--- src/rtl/qpd_pkg.sv ---
// Shared types for the four-phase datapath: ALU codes, load kinds, flag word.
package qpd_pkg;
    typedef enum logic [2:0] {
        ALU_ADD  = 3'd0,
        ALU_SUB  = 3'd1,
        ALU_AND  = 3'd2,
        ALU_OR   = 3'd3,
        ALU_XOR  = 3'd4,
        ALU_PASSB = 3'd5,
        ALU_RSUB = 3'd6,
        ALU_ANDN = 3'd7
    } alu_op_e;

    typedef enum logic [1:0] {
        LD_WORD  = 2'd0,
        LD_HALF  = 2'd1,
        LD_BYTE  = 2'd2,
        LD_SBYTE = 2'd3
    } ld_kind_e;

    typedef struct packed {
        logic z;
        logic n;
        logic c;
        logic v;
    } flags_t;
endpackage

--- src/rtl/qpd_phase_ctr.sv ---
// Sub-cycle sequencer: counts 0..3 once per fast clock and wraps.
// Assumes nothing about the instruction stream; phase 0 follows reset.
module qpd_phase_ctr (
    input  logic       clk,
    input  logic       rst_n,
    output logic [1:0] phase_o,
    output logic       phi1_o
);
    logic [1:0] cnt_q;

    // Advance the phase every clock, wrapping naturally at 2 bits.
    always_ff @(posedge clk) begin
        if (!rst_n) cnt_q <= 2'd0;
        else        cnt_q <= cnt_q + 2'd1;
    end

    assign phase_o = cnt_q;
    assign phi1_o  = (cnt_q == 2'd0);
endmodule

--- src/rtl/qpd_regfile.sv ---
// Register file with two combinational read ports and one write port.
// Entry 0 is never written and so always reads zero. Whole file exposed flat.
module qpd_regfile #(
    parameter int XLEN  = 32,
    parameter int NREGS = 8,
    localparam int IW   = $clog2(NREGS)
) (
    input  logic                  clk,
    input  logic                  rst_n,
    input  logic                  wr_en,
    input  logic [IW-1:0]         wr_idx,
    input  logic [XLEN-1:0]       wr_val,
    input  logic [IW-1:0]         rd_idx_a,
    input  logic [IW-1:0]         rd_idx_b,
    output logic [XLEN-1:0]       rd_val_a,
    output logic [XLEN-1:0]       rd_val_b,
    output logic [NREGS*XLEN-1:0] flat_o
);
    logic [NREGS-1:0][XLEN-1:0] mem_q;

    // Store the write unless it targets entry 0.
    always_ff @(posedge clk) begin
        if (!rst_n) mem_q <= '0;
        else if (wr_en && (wr_idx != '0)) mem_q[wr_idx] <= wr_val;
    end

    assign rd_val_a = mem_q[rd_idx_a];
    assign rd_val_b = mem_q[rd_idx_b];

    for (genvar i = 0; i < NREGS; i++) begin : g_flat
        assign flat_o[i*XLEN +: XLEN] = mem_q[i];
    end
endmodule

--- src/rtl/qpd_alu.sv ---
// Combinational ALU with zero/negative/carry/overflow flags.
// Subtract codes report borrow in the carry flag; logic codes clear C and V.
module qpd_alu
    import qpd_pkg::*;
#(
    parameter int XLEN = 32
) (
    input  alu_op_e         op,
    input  logic [XLEN-1:0] a,
    input  logic [XLEN-1:0] b,
    output logic [XLEN-1:0] y,
    output flags_t          flags
);
    localparam int MSB = XLEN - 1;
    logic [XLEN:0] sum_w;

    // Select the result and the carry/overflow for the operation code.
    always_comb begin
        sum_w   = '0;
        y       = '0;
        flags.c = 1'b0;
        flags.v = 1'b0;
        case (op)
            ALU_ADD: begin
                sum_w   = {1'b0, a} + {1'b0, b};
                y       = sum_w[MSB:0];
                flags.c = sum_w[XLEN];
                flags.v = (a[MSB] == b[MSB]) && (y[MSB] != a[MSB]);
            end
            ALU_SUB: begin
                sum_w   = {1'b0, a} - {1'b0, b};
                y       = sum_w[MSB:0];
                flags.c = sum_w[XLEN];
                flags.v = (a[MSB] != b[MSB]) && (y[MSB] != a[MSB]);
            end
            ALU_RSUB: begin
                sum_w   = {1'b0, b} - {1'b0, a};
                y       = sum_w[MSB:0];
                flags.c = sum_w[XLEN];
                flags.v = (a[MSB] != b[MSB]) && (y[MSB] != b[MSB]);
            end
            ALU_AND:   y = a & b;
            ALU_OR:    y = a | b;
            ALU_XOR:   y = a ^ b;
            ALU_PASSB: y = b;
            ALU_ANDN:  y = a & ~b;
            default:   y = '0;
        endcase
        flags.z = (y == '0);
        flags.n = y[MSB];
    end
endmodule

--- src/rtl/qpd_load_align.sv ---
// Extracts a word, half or byte from load data by byte lane and extends it.
// Assumes XLEN >= 32; lanes address the low 32 bits.
module qpd_load_align
    import qpd_pkg::*;
#(
    parameter int XLEN = 32
) (
    input  ld_kind_e        kind,
    input  logic [1:0]      lane,
    input  logic [XLEN-1:0] data,
    output logic [XLEN-1:0] y
);
    logic [XLEN-1:0] half_sh;
    logic [XLEN-1:0] byte_sh;

    assign half_sh = data >> {lane[1], 4'b0000};
    assign byte_sh = data >> {lane, 3'b000};

    // Pick the width and extension of the loaded value.
    always_comb begin
        case (kind)
            LD_WORD:  y = data;
            LD_HALF:  y = {{(XLEN-16){1'b0}}, half_sh[15:0]};
            LD_BYTE:  y = {{(XLEN-8){1'b0}}, byte_sh[7:0]};
            default:  y = {{(XLEN-8){byte_sh[7]}}, byte_sh[7:0]};
        endcase
    end
endmodule

--- src/rtl/quad_phase_dp.sv ---
// Four-phase execute datapath. Phase 3 captures the decoded instruction.
// Phase 0 reads operands with bypass from the pending-result register.
// Phase 1 shifts operand B. Phase 2 computes, and commits the previous
// instruction's result and flags. Phase 3 also aligns load data.
// Assumes decoded fields are stable across the phase-3 edge and ld_data across the phase-2 edge.
module quad_phase_dp
    import qpd_pkg::*;
#(
    parameter int XLEN  = 32,
    parameter int NREGS = 8,
    localparam int IW   = $clog2(NREGS),
    localparam int SW   = $clog2(XLEN)
) (
    input  logic                  clk,
    input  logic                  rst_n,
    input  logic                  in_valid,
    input  logic [IW-1:0]         in_rs1,
    input  logic [IW-1:0]         in_rs2,
    input  logic [IW-1:0]         in_rd,
    input  logic [2:0]            in_alu_op,
    input  logic [SW-1:0]         in_shamt,
    input  logic                  in_we,
    input  logic                  in_scc,
    input  logic                  in_load,
    input  logic [1:0]            in_ld_kind,
    input  logic [XLEN-1:0]       ld_data,
    output logic [1:0]            phase_o,
    output logic                  phi1_o,
    output logic [NREGS*XLEN-1:0] regs_o,
    output logic [3:0]            psw_o
);
    typedef struct packed {
        logic [IW-1:0] rs1;
        logic [IW-1:0] rs2;
        logic [IW-1:0] rd;
        logic [2:0]    op;
        logic [SW-1:0] shamt;
        logic          we;
        logic          scc;
        logic          ld;
        logic [1:0]    ldk;
    } ctl_t;

    localparam logic [1:0] PH_READ  = 2'd0;
    localparam logic [1:0] PH_SHIFT = 2'd1;
    localparam logic [1:0] PH_EXEC  = 2'd2;
    localparam logic [1:0] PH_ALIGN = 2'd3;

    logic [1:0]      phase;
    ctl_t            dec_w, cur_q, prv_q;
    logic [XLEN-1:0] rf_a, rf_b, opa_q, opb_q, shb_q, dlat_q, ldd_q;
    logic [XLEN-1:0] alu_y, ld_y;
    flags_t          alu_f, pend_q, psw_q;
    logic            hit_a, hit_b, commit_w;

    qpd_phase_ctr u_ph (
        .clk(clk), .rst_n(rst_n), .phase_o(phase), .phi1_o(phi1_o)
    );

    // Invalid slots become no-ops: nothing written, no flags.
    always_comb begin
        dec_w = '0;
        if (in_valid) begin
            dec_w.rs1   = in_rs1;
            dec_w.rs2   = in_rs2;
            dec_w.rd    = in_rd;
            dec_w.op    = in_alu_op;
            dec_w.shamt = in_shamt;
            dec_w.we    = in_we;
            dec_w.scc   = in_scc;
            dec_w.ld    = in_load;
            dec_w.ldk   = in_ld_kind;
        end
    end

    // Decode register: capture the next instruction at the phase-3 edge.
    always_ff @(posedge clk) begin
        if (!rst_n)                cur_q <= '0;
        else if (phase == PH_ALIGN) cur_q <= dec_w;
    end

    assign commit_w = (phase == PH_EXEC) && prv_q.we && (prv_q.rd != '0);

    qpd_regfile #(.XLEN(XLEN), .NREGS(NREGS)) u_rf (
        .clk(clk), .rst_n(rst_n),
        .wr_en(commit_w), .wr_idx(prv_q.rd), .wr_val(dlat_q),
        .rd_idx_a(cur_q.rs1), .rd_idx_b(cur_q.rs2),
        .rd_val_a(rf_a), .rd_val_b(rf_b), .flat_o(regs_o)
    );

    // Bypass only from a previous instruction that really writes a nonzero index.
    assign hit_a = prv_q.we && (prv_q.rd != '0) && (prv_q.rd == cur_q.rs1);
    assign hit_b = prv_q.we && (prv_q.rd != '0) && (prv_q.rd == cur_q.rs2);

    // Phase 0 read and phase 1 shift of the operands.
    always_ff @(posedge clk) begin
        if (!rst_n) begin
            opa_q <= '0;
            opb_q <= '0;
            shb_q <= '0;
        end else if (phase == PH_READ) begin
            opa_q <= hit_a ? dlat_q : rf_a;
            opb_q <= hit_b ? dlat_q : rf_b;
        end else if (phase == PH_SHIFT) begin
            shb_q <= opb_q << cur_q.shamt;
        end
    end

    qpd_alu #(.XLEN(XLEN)) u_alu (
        .op(alu_op_e'(cur_q.op)), .a(opa_q), .b(shb_q), .y(alu_y), .flags(alu_f)
    );

    qpd_load_align #(.XLEN(XLEN)) u_ld (
        .kind(ld_kind_e'(prv_q.ldk)), .lane(dlat_q[1:0]), .data(ldd_q), .y(ld_y)
    );

    // Phase 2 fills the pending-result register; phase 3 overwrites it for loads.
    always_ff @(posedge clk) begin
        if (!rst_n) begin
            dlat_q <= '0;
            pend_q <= '0;
            ldd_q  <= '0;
            prv_q  <= '0;
        end else if (phase == PH_EXEC) begin
            dlat_q <= alu_y;
            pend_q <= alu_f;
            ldd_q  <= ld_data;
            prv_q  <= cur_q;
        end else if ((phase == PH_ALIGN) && prv_q.ld) begin
            dlat_q <= ld_y;
            pend_q <= '{z: (ld_y == '0), n: ld_y[XLEN-1], c: 1'b0, v: 1'b0};
        end
    end

    // Commit the previous instruction's flags at phase 2 when it asked to.
    always_ff @(posedge clk) begin
        if (!rst_n)                              psw_q <= '0;
        else if ((phase == PH_EXEC) && prv_q.scc) psw_q <= pend_q;
    end

    assign phase_o = phase;
    assign psw_o   = psw_q;
endmodule

--- config.mk ---
export PLATFORM = sky130hd
export DESIGN_NAME = quad_phase_dp
export DESIGN_NICKNAME = d
export VERILOG_FILES = /design/src/rtl/qpd_pkg.sv /design/src/rtl/qpd_phase_ctr.sv /design/src/rtl/qpd_regfile.sv /design/src/rtl/qpd_alu.sv /design/src/rtl/qpd_load_align.sv /design/src/rtl/quad_phase_dp.sv
export SDC_FILE = /design/constraint.sdc
export NUM_CORES = 2
export LEC_CHECK = 0
export BUFFER_PORTS_ARGS = -buffer_cell sky130_fd_sc_hd__buf_2
export CORE_MARGIN = 2
export CORE_UTILIZATION = 53
export DETAILED_ROUTE_END_ITERATION = 7
export GPL_ROUTABILITY_DRIVEN = 0
export PLACE_DENSITY = 0.73
export SKIP_LAST_GASP = 1
export SLEW_MARGIN = 20
export SYNTH_ARGS = -nofsm -noshare
export SYNTH_HDL_FRONTEND = slang
export SYNTH_SLANG_ARGS = --single-unit
export TNS_END_PERCENT = 100
--- constraint.sdc ---
create_clock -name clk -period 5.7 [get_ports clk]
set_input_delay 0.285 -clock clk [delete_from_list [all_inputs] [get_ports clk]]
set_output_delay 0.285 -clock clk [all_outputs]
set_load 0.02 [all_outputs]
## Yosys cells after proc, flatten, opt, wreduce, memory -nomap -nowiden

Index checks and enable logic that the tools add are counted.

| word-level totals | value |
|---|---|
| bits in registers | 456 |
| input port bits | 57 |
| output and inout port bits | 263 |
| logic and storage cells | 109 |

| cells by class | value |
|---|---|
| $add $sub $neg | 4 |
| magnitude comparators | 4 |
| equality and inequality tests | 19 |
| shift-type cells | 3 |
| muxes and demuxes | 17 |
| bitwise operators | 6 |
| reductions and logical operators | 20 |

Operator list:

| cell | count |
|---|---|
| 256-bit bitwise mux | 1 |
| 32-bit case mux with 8 select lines | 1 |
| 32-bit 2-to-1 mux | 7 |
| 32-bit binary-select mux with 3-bit select | 2 |
| 32-bit demux with 3-bit select | 1 |
| 32-bit case mux with 3 select lines | 1 |
| 32-bit by 32-bit subtractor with 33-bit output | 2 |
| 32-bit bitwise AND | 2 |
| 32-bit zero test | 2 |
| 32-bit by 32-bit adder with 33-bit output | 1 |
| 32-bit inverter | 1 |
| 32-bit bitwise OR | 1 |
| 32-bit by 5-bit left shift with 32-bit output | 1 |
| 32-bit by 5-bit right shift with 16-bit output | 1 |
| 32-bit by 5-bit right shift with 8-bit output | 1 |
| 32-bit XOR | 1 |
| 22-bit 2-to-1 mux | 1 |
| 3-bit == test, second input constant | 4 |
| 1-bit logical AND | 12 |
| 3-bit by 4-bit < comparator with 1-bit output, second input constant | 3 |
| 4-bit 2-to-1 mux | 2 |
| 2-bit == test, second input constant | 3 |
| 3-bit by 2-bit == test with 1-bit output, second input constant | 2 |
| 3-bit == test | 2 |
| 13 further kinds | 18 |

## Logic depth before layout (Yosys ltp)

| depth | value |
|---|---|
| word-level depth | 5 |
| depth in mapped cells | 16 |
| depth with buffers taken out | 15 |

## Cells and area by module

From an unflattened synthesis, not the netlist that was laid out.

| second synthesis, totals | value |
|---|---|
| cells, all modules | 3730 |
| area, all modules | 31996.9 µm² |

By module, submodules not included:

| module | times used | cells an instance | area an instance (µm²) | sequential area each (µm²) |
|---|---|---|---|---|
| qpd_regfile | 1 | 1286 | 13304.0 | 5124.9 |
| quad_phase_dp | 1 | 1091 | 9650.5 | 3963.8 |
| qpd_alu | 1 | 1247 | 8336.7 | 0.0 |
| qpd_load_align | 1 | 99 | 625.6 | 0.0 |
| qpd_phase_ctr | 1 | 7 | 80.1 | 40.0 |

## Worst setup path before layout

Ideal clock, no wire load.

| timing path | value |
|---|---|
| path type | reg2reg |
| from | register shb_q[0] |
| to | register pend_q[3] (netlist bit) |
| setup time | 84 ps |
| arrival | 3712 ps |
| data required time | 5616 ps |
| setup slack | 1903 ps |
| cell stages (with the launch flop) | 14 |
| buffers on the path | 0 |
| clock period less this slack | 3797 ps |
| cell sequence | dfxtp_1 -> ha_1 -> fa_1 -> a21o_1 -> a221o_1 -> a32oi_1 -> o311ai_1 -> a31o_1 -> a221o_1 -> a221o_1 -> or4b_1 -> nor4_1 -> nand4_1 -> o31ai_2 |

| on the way | value |
|---|---|
| cells in the longest elaborated chain, start to end | 5 |
| elaborated cells on any way between the ends | 11 |
| those cells by class | add/sub: 3; mux: 2; bitwise: 5; reduce/logical: 1 |

RTL lines:

| what | line | RTL |
|---|---|---|
| start, declared | quad_phase_dp.sv:51 | `logic [XLEN-1:0] rf_a, rf_b, opa_q, opb_q, shb_q, dlat_q, ldd_q;` |
| start signal, assigned | quad_phase_dp.sv:105 | `shb_q <= opb_q << cur_q.shamt;` |
| parallel branches: the longest is 2 deep, another holds 32-bit by 32-bit subtractor with 33-bit output | n/a |  |
| 32-bit case mux with 8 select lines (*) | qpd_alu.sv:23 | `case (op)` |
| 32-bit zero test (*) | qpd_alu.sv:49 | `flags.z = (y == '0);` |
| 4-bit 2-to-1 mux (*) | quad_phase_dp.sv:124 | `end else if (phase == PH_EXEC) begin` |
| end signal, assigned | quad_phase_dp.sv:126 | `pend_q <= alu_f;` |
| end signal, assigned | quad_phase_dp.sv:131 | `pend_q <= '{z: (ld_y == '0), n: ld_y[XLEN-1], c: 1'b0, v: 1'b0};` |
| end, declared | quad_phase_dp.sv:53 | `flags_t alu_f, pend_q, psw_q;` |

Mark *: on every way between the ends.
A chain may end at the register's enable or synchronous reset.

## Worst setup path in the final report

| timing path | value |
|---|---|
| from | register shb_q[7] |
| to | register pend_q[3] (netlist bit) |

The elaborated chain is that of the path after synthesis.

==> results.toml <==
[drt]
dr.pass1.iters = 8
drc = 2
wirelength_um = 117000
num_vias = 30200
via_per_inst = 6.59
wl_per_cell_um = 25.6
drt_iter0_drc = 4349
ant_nets = 0

[logic_synthesis]
yosys-top-cells-count = "nand2_1, dfxtp_1, clkbuf_1"
ys_ff_latch = 455
ys.flop_type = "dfxtp_1"
ys_seq_area_frac = 0.298
synth_compound_gate_area_share = 0.219
synth-edff-count = 0
synth_top_family_by_area = "compound AO/OA/AOI/OAI gates"
synthSimpleGateAreaFrac = 0.186
synthCells = 3630
netlist_top_cells_area = "dfxtp_1, mux4_2, nand2_1"
netlist_area_um2 = 30500
netlist.area_leader.share = 0.298
synth_fa_ha_area_frac = 0.0560
ys_async_sr_fraction = 0
synth.avg_cell_area_um2 = 8.41
synth_nets = 3822
muxShareOfSynthArea = 0.177
synth_top_area_cell = "dfxtp_1"
synthDistinctLibCells = 83
yosysWarningCount = 0
synth_most_common_cell = "nand2_1"
synthXorXnorAreaFrac = 0.00946

[worst_setup_path]
end_kind = "flop"
cp-start-kind = "flop"
cp.arrival_ns = 5.16
worst-path-max-fanout = 13
required_ns = 6.21
worstSetupPathType = "reg -> reg"

[die]
die_area_um2 = 59600
io_pins = 320
die_x_um = 244
core.rowCount = 87
core-area_um2 = 56700
die_height_um = 244
start_util = 0.539

[job]
cap_violations = 0

[pwr]
irDropWorstVdd_mv = 0.244
power_mw = 7.29
power.density_nw_per_um2 = 210
leakage_nw = 13.0

[global_route]
grt_pass1_wl_um = 176000
grt_max_degree = 203
grt_usage = 0.382
grt_pass1_vias = 28300
antenna_found_initial = 6
overflow = 0

[clock_network]
clk_pin_slew_ns = 0.06
cts_resized = 0
cts_setup_buffers = 0
worstSkewPairLatency_ns = 0.65
cts_buffer_depth = 3
htree_levels = 2
cts-root-buf = "clkbuf_16"
clkSinkCount = 455
cts_hold_buf = 50
cts_inserted_buffers = 50
tritoncts = "built"

[timing]
layout_setup_ws_ns = 1.05
timing.final.crit_share = 0.816
fmax_mhz = 215
fin_skew_ns = 0.0694
maxSlewViolCount = 0
grt_setup_unrepaired = "false"
post-route-min-period_ns = 4.65
hold_violations = 0
finalSetupViolations = 0
finalSetupTns_ns = 0
timing.slew.headroom = 0.326
worst_pin_slew_ns = 1.00

[outcome]
status = "finished with violations"
failed_checks = "DRC"

[placement]
place_inst = 4443
dp_slack_ns = 1.32
io_buffers = 319
hpwlAfterDp_um = 82500

[layout]
nets = 3981
final_cells = 4586
syn2layout_area_growth_pct = 13.4
fill_cells = 4871
drive_gt1_frac = 0.173

[worst_hold_path]
hp-class = "in -> reg"
==> sequential cells by signal, indices dropped and copies added (netlist names) <==
signal / count
ldd_q: 32
cur_q: 22
prv_q: 8
opa_q: 32
u_rf.flat_o: 256
dlat_q: 32
psw_o: 4
opb_q: 32
u_ph.phase_o: 2
pend_q: 3
shb_q: 32
==> worst max-delay path, cell delays in order (launching register included) <==
cell,delay [ns]
dfxtp_1,0.43
inv_1,0.12
ha_1,0.59
inv_1,0.23
a21o_1,0.27
a221o_1,0.37
a221oi_1,0.62
a21oi_1,0.20
nand2b_1,0.22
a211oi_1,0.32
o21ai_0,0.16
a211o_1,0.33
nor4_1,0.31
nand4_1,0.16
o31ai_2,0.18
==> cells by family after synthesis <==
| kind of cell | Yosys count |
|---|---|
| fa+ha+maj | 135 |
| compound gates | 979 |
| buf+inv | 433 |
| xor+xnor | 33 |
| mux | 348 |
| flops | 455 |
| simple gates | 1247 |
==> metal layers <==
metal	global-route usage	vias to the layer above	share of wire	wire [µm]
li1	-	13300	-	-
met1	0.492	14500	0.38	44400
met2	0.581	2002	0.43	50700
met3	0.110	454	0.13	15200
met4	0.199	6	0.059	6870
met5	0	-	0.00037	43
==> report_power, final <==
group          switching (mW)  total (mW)  leakage [nW]  internal [mW]
logic                   0.354       0.596          8.48          0.242
registers              0.0750        3.28          3.67           3.21
clock network            1.45        3.41         0.837           1.96
total                    1.88        7.29          13.0           5.41
==> cell type report <==
cell class	instances	area, µm²	area share
antenna	1	2.50	0.0000723
clock buffer	75	1460	0.0420
clock inverter	17	260	0.00751
inverter	118	443	0.0128
multi-input combinational	2742	19900	0.574
sequential	455	9130	0.264
tap	756	946	0.0273
timing repair buffer	422	2520	0.0727
==> path summary, 6_finish.rpt <==
check          startpoint        end  slack (ns)  cells after the start
max              shb_q[7]  pend_q[3]        1.05                     14
min          in_alu_op[1]  cur_q[11]        0.16                      4
max reg2reg      shb_q[7]  pend_q[3]        1.05                     14
min reg2reg      psw_o[2]   psw_o[2]        0.47                      2
==> layout by cell type (no fill, tap or decap), types with 38 or more instances in the layout <==
cell / count
and2_1: 98
ha_1: 130
buf_4: 52
buf_2: 318
nand2_1: 632
nor2_1: 189
o21ai_0: 126
a21oi_1: 219
mux2i_1: 183
a21boi_0: 233
a211oi_1: 43
dfxtp_1: 445
nor2b_1: 148
inv_1: 111
o211ai_1: 51
nor3_1: 43
clkbuf_16: 50
o22ai_1: 38
mux4_2: 153
dlygate4sd3_1: 50
==> stage by stage <==
step	area (µm²)	utilization	hold WS (ns)
3_3_place_gp	32400	0.571	0.453
4_1_cts	34600	0.610	0.111
2_1_floorplan	30500	-	0.445
3_5_place_dp	32400	0.571	0.470
6_report	34600	0.611	0.162
5_1_grt	34600	0.611	0.190
No activity file was read; power rests on OpenSTA's default activity.
